==> config.mk <==
export PLATFORM = sky130hd
export DESIGN_NAME = otp_word_rom
export DESIGN_NICKNAME = d
export VERILOG_FILES = /design/src/rtl/otp_word_rom.sv
export SDC_FILE = /design/constraint.sdc
export NUM_CORES = 2
export LEC_CHECK = 0
export BUFFER_PORTS_ARGS = -buffer_cell sky130_fd_sc_hd__buf_2
export CAP_MARGIN = 10
export CORE_ASPECT_RATIO = 1.1
export CORE_MARGIN = 10
export CORE_UTILIZATION = 60
export DETAILED_ROUTE_END_ITERATION = 10
export PLACE_DENSITY = 0.87
export SLEW_MARGIN = 30
export SYNTH_ARGS = -nofsm -noshare
export SYNTH_HDL_FRONTEND = slang
export SYNTH_SLANG_ARGS = --single-unit
export TNS_END_PERCENT = 20
==> constraint.sdc <==
create_clock -name clk -period 15 [get_ports clk]
set_clock_uncertainty 0.15 [all_clocks]
set_input_delay 4.5 -clock clk [delete_from_list [all_inputs] [get_ports clk]]
set_output_delay 4.5 -clock clk [all_outputs]
set_load 0.01 [all_outputs]
==> src/rtl/otp_word_rom.sv <==
module otp_word_rom #(
  parameter int DATA_W = 16,
  parameter int ADDR_W = 18,
  parameter int DEPTH = 64,
  parameter logic [DATA_W-1:0] MFR_CODE = 16'h00C7,
  parameter logic [DATA_W-1:0] DEV_CODE = 16'hB29E
) (
  input  logic              clk,
  input  logic              rst_n,
  input  logic              ce_n,
  input  logic              oe_n,
  input  logic              vpp_hi,
  input  logic              id_hi,
  input  logic [ADDR_W-1:0] addr,
  input  logic [DATA_W-1:0] din,
  output logic [DATA_W-1:0] dout,
  output logic              dout_en
);
  localparam int IDX_W = (DEPTH > 1) ? $clog2(DEPTH) : 1;

  typedef enum logic [2:0] {
    M_OFF, M_STBY, M_READ, M_PROG, M_VRFY, M_INHB, M_IDENT
  } mode_t;

  logic [DATA_W-1:0] mem [DEPTH];
  logic [IDX_W-1:0]  idx;
  logic              prog_q;
  logic              wr_en;
  logic              id_match;
  mode_t             mode;

  assign idx      = addr[IDX_W-1:0];
  assign id_match = id_hi && (addr[ADDR_W-1:1] == '0);

  always_comb begin
    if (vpp_hi) begin
      case ({ce_n, oe_n})
        2'b01:   mode = M_PROG;
        2'b10:   mode = M_VRFY;
        2'b11:   mode = M_INHB;
        default: mode = M_READ;
      endcase
    end else if (oe_n) begin
      mode = M_OFF;
    end else if (ce_n) begin
      mode = M_STBY;
    end else if (id_match) begin
      mode = M_IDENT;
    end else begin
      mode = M_READ;
    end
  end

  assign wr_en   = (mode == M_PROG) && !prog_q;
  assign dout_en = (mode == M_READ) || (mode == M_VRFY) || (mode == M_IDENT);

  always_comb begin
    if (mode == M_IDENT)
      dout = addr[0] ? DEV_CODE : MFR_CODE;
    else if (dout_en)
      dout = mem[idx];
    else
      dout = '0;
  end

  always_ff @(posedge clk or negedge rst_n) begin
    if (!rst_n) begin
      prog_q <= 1'b0;
      for (int i = 0; i < DEPTH; i++) mem[i] <= '1;
    end else begin
      prog_q <= (mode == M_PROG);
      if (wr_en) mem[idx] <= mem[idx] & din;
    end
  end

  AST_OFF_QUIET: assert property (@(posedge clk) disable iff (!rst_n)
    (oe_n && !vpp_hi) |-> (!dout_en && dout == '0));
  AST_STBY_QUIET: assert property (@(posedge clk) disable iff (!rst_n)
    (ce_n && !vpp_hi) |-> !dout_en);
  AST_INHB_QUIET: assert property (@(posedge clk) disable iff (!rst_n)
    (vpp_hi && ce_n && oe_n) |=> $stable(prog_q) || !prog_q);
  AST_PROG_QUIET: assert property (@(posedge clk) disable iff (!rst_n)
    (vpp_hi && !ce_n && oe_n) |-> !dout_en);
  AST_VRFY_DRIVE: assert property (@(posedge clk) disable iff (!rst_n)
    (vpp_hi && ce_n && !oe_n) |-> dout_en);
  AST_ONE_WRITE: assert property (@(posedge clk) disable iff (!rst_n)
    (vpp_hi && !ce_n && oe_n) |=> (vpp_hi && !ce_n && oe_n) |-> prog_q);
  AST_ID_CODE: assert property (@(posedge clk) disable iff (!rst_n)
    (!vpp_hi && !ce_n && !oe_n && id_hi && addr[ADDR_W-1:1] == '0)
      |-> (dout == (addr[0] ? DEV_CODE : MFR_CODE)));
  AST_BITS_ONLY_CLEAR: assert property (@(posedge clk) disable iff (!rst_n)
    wr_en |=> ((mem[$past(idx)] & ~$past(mem[idx])) == '0));
endmodule

# Yosys cells after proc, flatten, opt, wreduce, memory -nomap -nowiden
# Index checks and enable logic that the tools add are counted.
dict set report word_totals {
  regBits 1025
  ramBits 0
  latch_bits 0
  output_inout_bits 17
  n_memories 0
  romBits 0
  input_bits 40
  word_cells 97
}
dict set report classes {
  addsub 0
  multipliers 0
  shift 0
  n_lt_le_gt_ge 2
  muxes 14
  bitwise 2
  n_eq_ne 7
  n_div 0
  n_reduce_logical 7
}
# cell count
set ops {}
lappend ops {{bitwise mux 1024 bit} 1}
lappend ops {{binary-select mux 16 bit (select 6 bit)} 1}
lappend ops {{demux 16 bit (select 6 bit)} 1}
lappend ops {{two-way mux 16 bit} 6}
lappend ops {{logical NOT 17 bit} 1}
lappend ops {{bitwise AND 16 bit} 1}
lappend ops {{two-way mux 3 bit} 4}
lappend ops {{case mux 3 bit (3 select lines)} 1}
lappend ops {{>= comparator 7 bit (second input constant)} 1}
lappend ops {{< comparator 7 x 1 -> 1 bit (second input constant)} 1}
lappend ops {{NOT 6 -> 7 bit} 1}
lappend ops {{equality test 3 x 2 -> 1 bit (second input constant)} 2}
lappend ops {{equality test 3 bit (second input constant)} 2}
lappend ops {{equality test 2 bit (second input constant)} 2}
lappend ops {{logical AND 1 bit} 3}
lappend ops {{equality test 2 x 1 -> 1 bit (second input constant)} 1}
lappend ops {{logical OR 1 bit} 2}
lappend ops {{logical NOT 1 bit} 1}

# Longest topological paths before layout
dict set report logic_depth {
  ltp_word 11
  depth_mapped 13
  ltp_nobuf 6
}

# Least setup slack after synthesis
# OpenSTA, ideal clock, no wires.
dict set report synth_timing {
  path_kind {input port to output port}
  from {input addr[1]}
  to {output dout[15]}
  stages 9
  path_buffers 3
  t_required_ps 10350
  arrival_ps 6543
  setup_slack_ps 3807
  path_cell_list {buf_4 > nor2_1 > clkbuf_1 > clkbuf_1 > a221oi_1 > o22a_1 > o221ai_1 > nor3_1 > o21ai_0}
}
dict set report synth_between {
  elab_chain_len 11
  word_cells_on_any_way 17
  cone_classes {eq/ne: 3; mux: 9; bitwise: 1; reduce/logical: 4}
}
# element line_no
set synth_rtl {}
lappend synth_rtl {{from (decl)} 14} ;# input logic [ADDR_W-1:0] addr,
lappend synth_rtl {{logical NOT 17 bit} 33} ;# assign id_match = id_hi && (addr[ADDR_W-1:1] == '0);
lappend synth_rtl {{logical AND 1 bit} 33}
lappend synth_rtl {{two-way mux 3 bit} 47} ;# end else if (id_match) begin
lappend synth_rtl {{two-way mux 3 bit} 45} ;# end else if (ce_n) begin
lappend synth_rtl {{two-way mux 3 bit} 43} ;# end else if (oe_n) begin
lappend synth_rtl {{two-way mux 3 bit} 36} ;# if (vpp_hi) begin
lappend synth_rtl {{equality test 3 x 2 -> 1 bit / equality test 3 bit (equally long branches)} 55} ;# assign dout_en = (mode == M_READ) || (mode == M_VRFY) || (mode == M_IDENT);
lappend synth_rtl {{logical OR 1 bit (2 in series)} 55}
lappend synth_rtl {{two-way mux 16 bit} 60} ;# else if (dout_en)
lappend synth_rtl {{two-way mux 16 bit (*)} 58} ;# if (mode == M_IDENT)
lappend synth_rtl {{to (decl)} 16} ;# output logic [DATA_W-1:0] dout,
# Mark *: on every way between the ends. The rest lies on a longest branch, timed or not. The select of a mux whose other input is x is not followed.

# Worst setup path after layout
dict set report layout_timing {
  from {input addr[1]}
  to {output dout[5]}
}
# Same word-level chain as after synthesis.

==> summary.md <==
| Metric | Value |
|---|---|
| Mean Syn Cell Area | 9.98 sq um |
| CTS tree | built |
| Switching power share of the total | 0.226 |
| Unique masters post-synth | 69 |
| Share of cells above drive strength 1 | 0.330 |
| Reg-to-reg setup timing slack | 11210 ps |
| Worst IR Drop VDD | 97.8 uV |
| Worst slew pin tran | 1090 ps |
| Relative slew slack | 0.272 |
| CP required | 10350 ps |
| Global-route wire length before repair | 211000 um |
| Area growth syn-to-layout | 9.21% |
| Std-Cell Rows | approximately 110 |
| Clk sinks | 1025 |
| DP Area | a little under 0.05 sq mm |
| Critical Path Fanout Max | between 40 and 50 |
| Cells after Synth | 4780 |
| Die height | 316 um |
| Comb power frac | 0.050 |
| Top-area cell type share of the netlist area | 0.564 |
| Largest net degree at the start of global routing | 180 |
| Yosys top cell by area | dfstp_2 |
| Total I/O pin count | 57 |
| Via total after detailed routing | around 37000 |
| Min-Delay Path Class | reg2reg |
| Root Buffer | clkbuf_16 |
| Fin crit period | 12760 ps |
| Worst R2R End | mem[79] |
| Final net count | between 4000 and 5000 |
| Net Sw Power | 1.33 mW |
| Number of stages on the worst hold path | 2 |
| Main flop type after synthesis | dfstp_2 |
| Startpoint types | input pin |
| Post-DRT Antenna Nets | 0 |
| Sequential share of the synthesized area | 0.564 |
| Pins Over Slew Limit | 0 |
| Hpwl dp | 79300 um |
| Final setup vio count | 0 |
| Maximum clock rate | 78.3 MHz |
| Unrepaired setup endpoints after global routing | no |
| Flops & latches, synth | ~1000 |
| Core Util, Final | 0.660 |
| Setup TNS | 0 ps |
| Total core area | 0.0789 sq mm |
| Worst-skew pair later-pin latency | 700 ps |
| Clk slew on worst S/H paths | 60 ps |
| Post-synth EDFFs | 0 |
| Worst-path cell chain | buf_4, buf_4, nor2b_1, buf_4, a32o_1, a211oi_1, o2111ai_1, nor2_1, nor2_1, buf_2 |
| Total grt overflow | 0 |
| Final hold viol count | 0 |
| DP Cell Count | 5505 |
| Outcome | finished, final reports clean |
| Max-cap check violation count | 0 |
| TritonRoute pass-1 iters | 7 |
| Via density | around 6.6 |
| CP peak stage delay | 620 ps |
| Ant. Diodes | 0 |
| DRC | 0 |
| Worst Setup Path Type | in2out |
| Die area | 0.0912 sq mm |
| Clk buf depth | 3 |
| Power per cell area | 113 mW/mm^2 |
| Hold Crit Endpoint | mem[641] |
| Initial drt markers | roughly 4500 |
| Buffers added on ports | 56 |
| Fraction of registers with async set/reset | 1.00 |
| Final Non-Filler Cells | 5695 |
| Slowest-stage cell, CP | buf_4 |
| RR Startpoint | mem[527] |
| Hold-fix buffers at CTS | 0 |
| HP Start | mem[641] |
| Tcrit/Tclk final | 0.851 |
| Seq pwr share | 0.480 |
| H-tree levels | 3 |
| WP data arrival | a little over 8000 ps |
| Initial antenna violation count | 6 |
| Post-cts resize count | 0 |
| CP startpoint | addr[1] |
| Leak | around 18 nW |
| Die Wd | between 200 and 300 um |
| R2r worst-path depth | 7 |
| Total GRT Usage | 0.293 |
| Setup Fix Bufs, Post-CTS | 0 |
| Area contributors post-synth | dfstp_2, o21ai_0, nand2_1 |
| Vias in the first global route | 37403 |
| Ys Warns | 0 |
| Worst setup EP type | primary output |
| Most frequent CP cell | buf_4 |
| Routability congestion estimate from global placement | approximately 0.94 |
| Mapped Area | 0.0477 sq mm |
| Syn_nets | around 4800 |
| Clock share of power | 0.470 |
| WL per Instance | between 20 and 25 um |
| Num CTS Buffers | 101 |
| Starting density of the core | 0.605 |
| Power Internal | roughly 4.5 mW |
| Design area | 0.0521 sq mm |
| Routed WL | 135000 um |
-- metrics by stage --
step	power (mW)	hold WS, ps	setup WS, ps
after floorplan	3.01	295	3810
after global placement	3.13	300	2480
after detailed placement	3.14	306	2500
after CTS	5.86	319	2470
after global routing	6.02	331	2280
final	5.87	320	2240
-- worst max-delay path: cells and delay by family --
| family | cells | cell delay [ps] |
|---|---|---|
| buf+inv | 4 | 1650 |
| simple gates | 3 | 1100 |
| compound gates | 3 | 800 |
-- worst max-delay path by stage --
stage | end | slack, ps | cells after the start
final | dout[5] | 2240 | 10
after global routing | dout[10] | 2280 | 10
after CTS | dout[1] | 2470 | 9
after detailed placement | dout[1] | 2500 | 9
after global placement | dout[1] | 2480 | 10
after floorplan | dout[15] | 3810 | 9
-- state kept, by name, summed over array words and instances, names as in the netlist --
register,count
prog_q,1
mem,1024
-- layout make-up --
class | count | area (sq um)
multi-input cells | 3228 | 18800
fillers | 5523 | 26800
inverters | 66 | 248
clock buffers | 145 | 3040
well taps | 1045 | 1310
flip-flops and latches | 1025 | 26900
clock inverters | 41 | 619
repair buffers | 145 | 1170
-- cells by family (layout without fill, tap and decap cells) --
kind of cell | Yosys count | after routing | share of synthesized area
and+or+nand+nor | 1376 | 1376 | 0.119
DFF | 1025 | 1025 | 0.564
AOI/OAI and AO/OA | 1561 | 1561 | 0.199
muxes | 291 | 291 | 0.0695
buffers and inverters | 527 | 397 | 0.0482
-- cells in the final DEF, fill, tap and decap left out, types with 11 or more instances in the layout --
master,instances
o22a_1,53
or3b_2,11
a22oi_1,19
inv_1,63
a22o_1,22
o32ai_1,48
clkbuf_16,105
buf_2,52
a21boi_0,13
o21ai_0,1030
nand2b_1,62
clkinv_2,18
nand3_1,12
and3_1,19
dfstp_2,1024
o31ai_1,18
mux4_2,30
bufinv_16,15
nand2_2,45
a21oi_1,47
nor3b_1,16
o21ai_2,60
a221oi_1,81
clkbuf_1,14
nand3b_1,18
a211oi_1,12
clkbuf_8,27
nor4_1,11
nand2_1,1122
mux2i_1,242
a21o_1,13
o22ai_1,32
nor2_1,28
o21ai_1,15
mux2_2,15
buf_4,74
-- layer usage --
| metal | routed length, um | track usage | part of all wire |
|---|---|---|---|
| met3 | 15800 | 0.0891 | 0.12 |
| met4 | 7630 | 0.170 | 0.056 |
| met2 | 61600 | 0.449 | 0.46 |
| met5 | 180 | 0.0122 | 0.0013 |
| met1 | 49900 | 0.365 | 0.37 |
-- power by group through the flow --
stage	sequential [mW]	clock (mW)	combinational [mW]
2_1_floorplan	2.85	0	0.152
3_3_place_gp	2.86	0	0.275
3_5_place_dp	2.86	0	0.282
4_1_cts	2.82	2.76	0.283
5_1_grt	2.82	2.89	0.312
6_report	2.82	2.76	0.296
-- synthesized netlist by cell type, types with 13 or more instances --
library cell	number
a21oi_1	47
clkbuf_1	355
mux2i_1	242
buf_4	14
dfstp_2	1024
inv_1	64
nand2b_1	64
mux2_2	15
a22o_1	22
nor3b_1	16
o21ai_2	63
a21o_1	13
o31ai_1	18
and3_1	19
nand3b_1	18
o22a_1	53
nor2_1	32
o21ai_0	1030
a21boi_0	13
buf_6	26
a22oi_1	19
o21ai_1	17
a221oi_1	81
nand2_1	1167
buf_2	58
o32ai_1	48
o22ai_1	32
mux4_2	30
(Power assumes the default switching activity.)
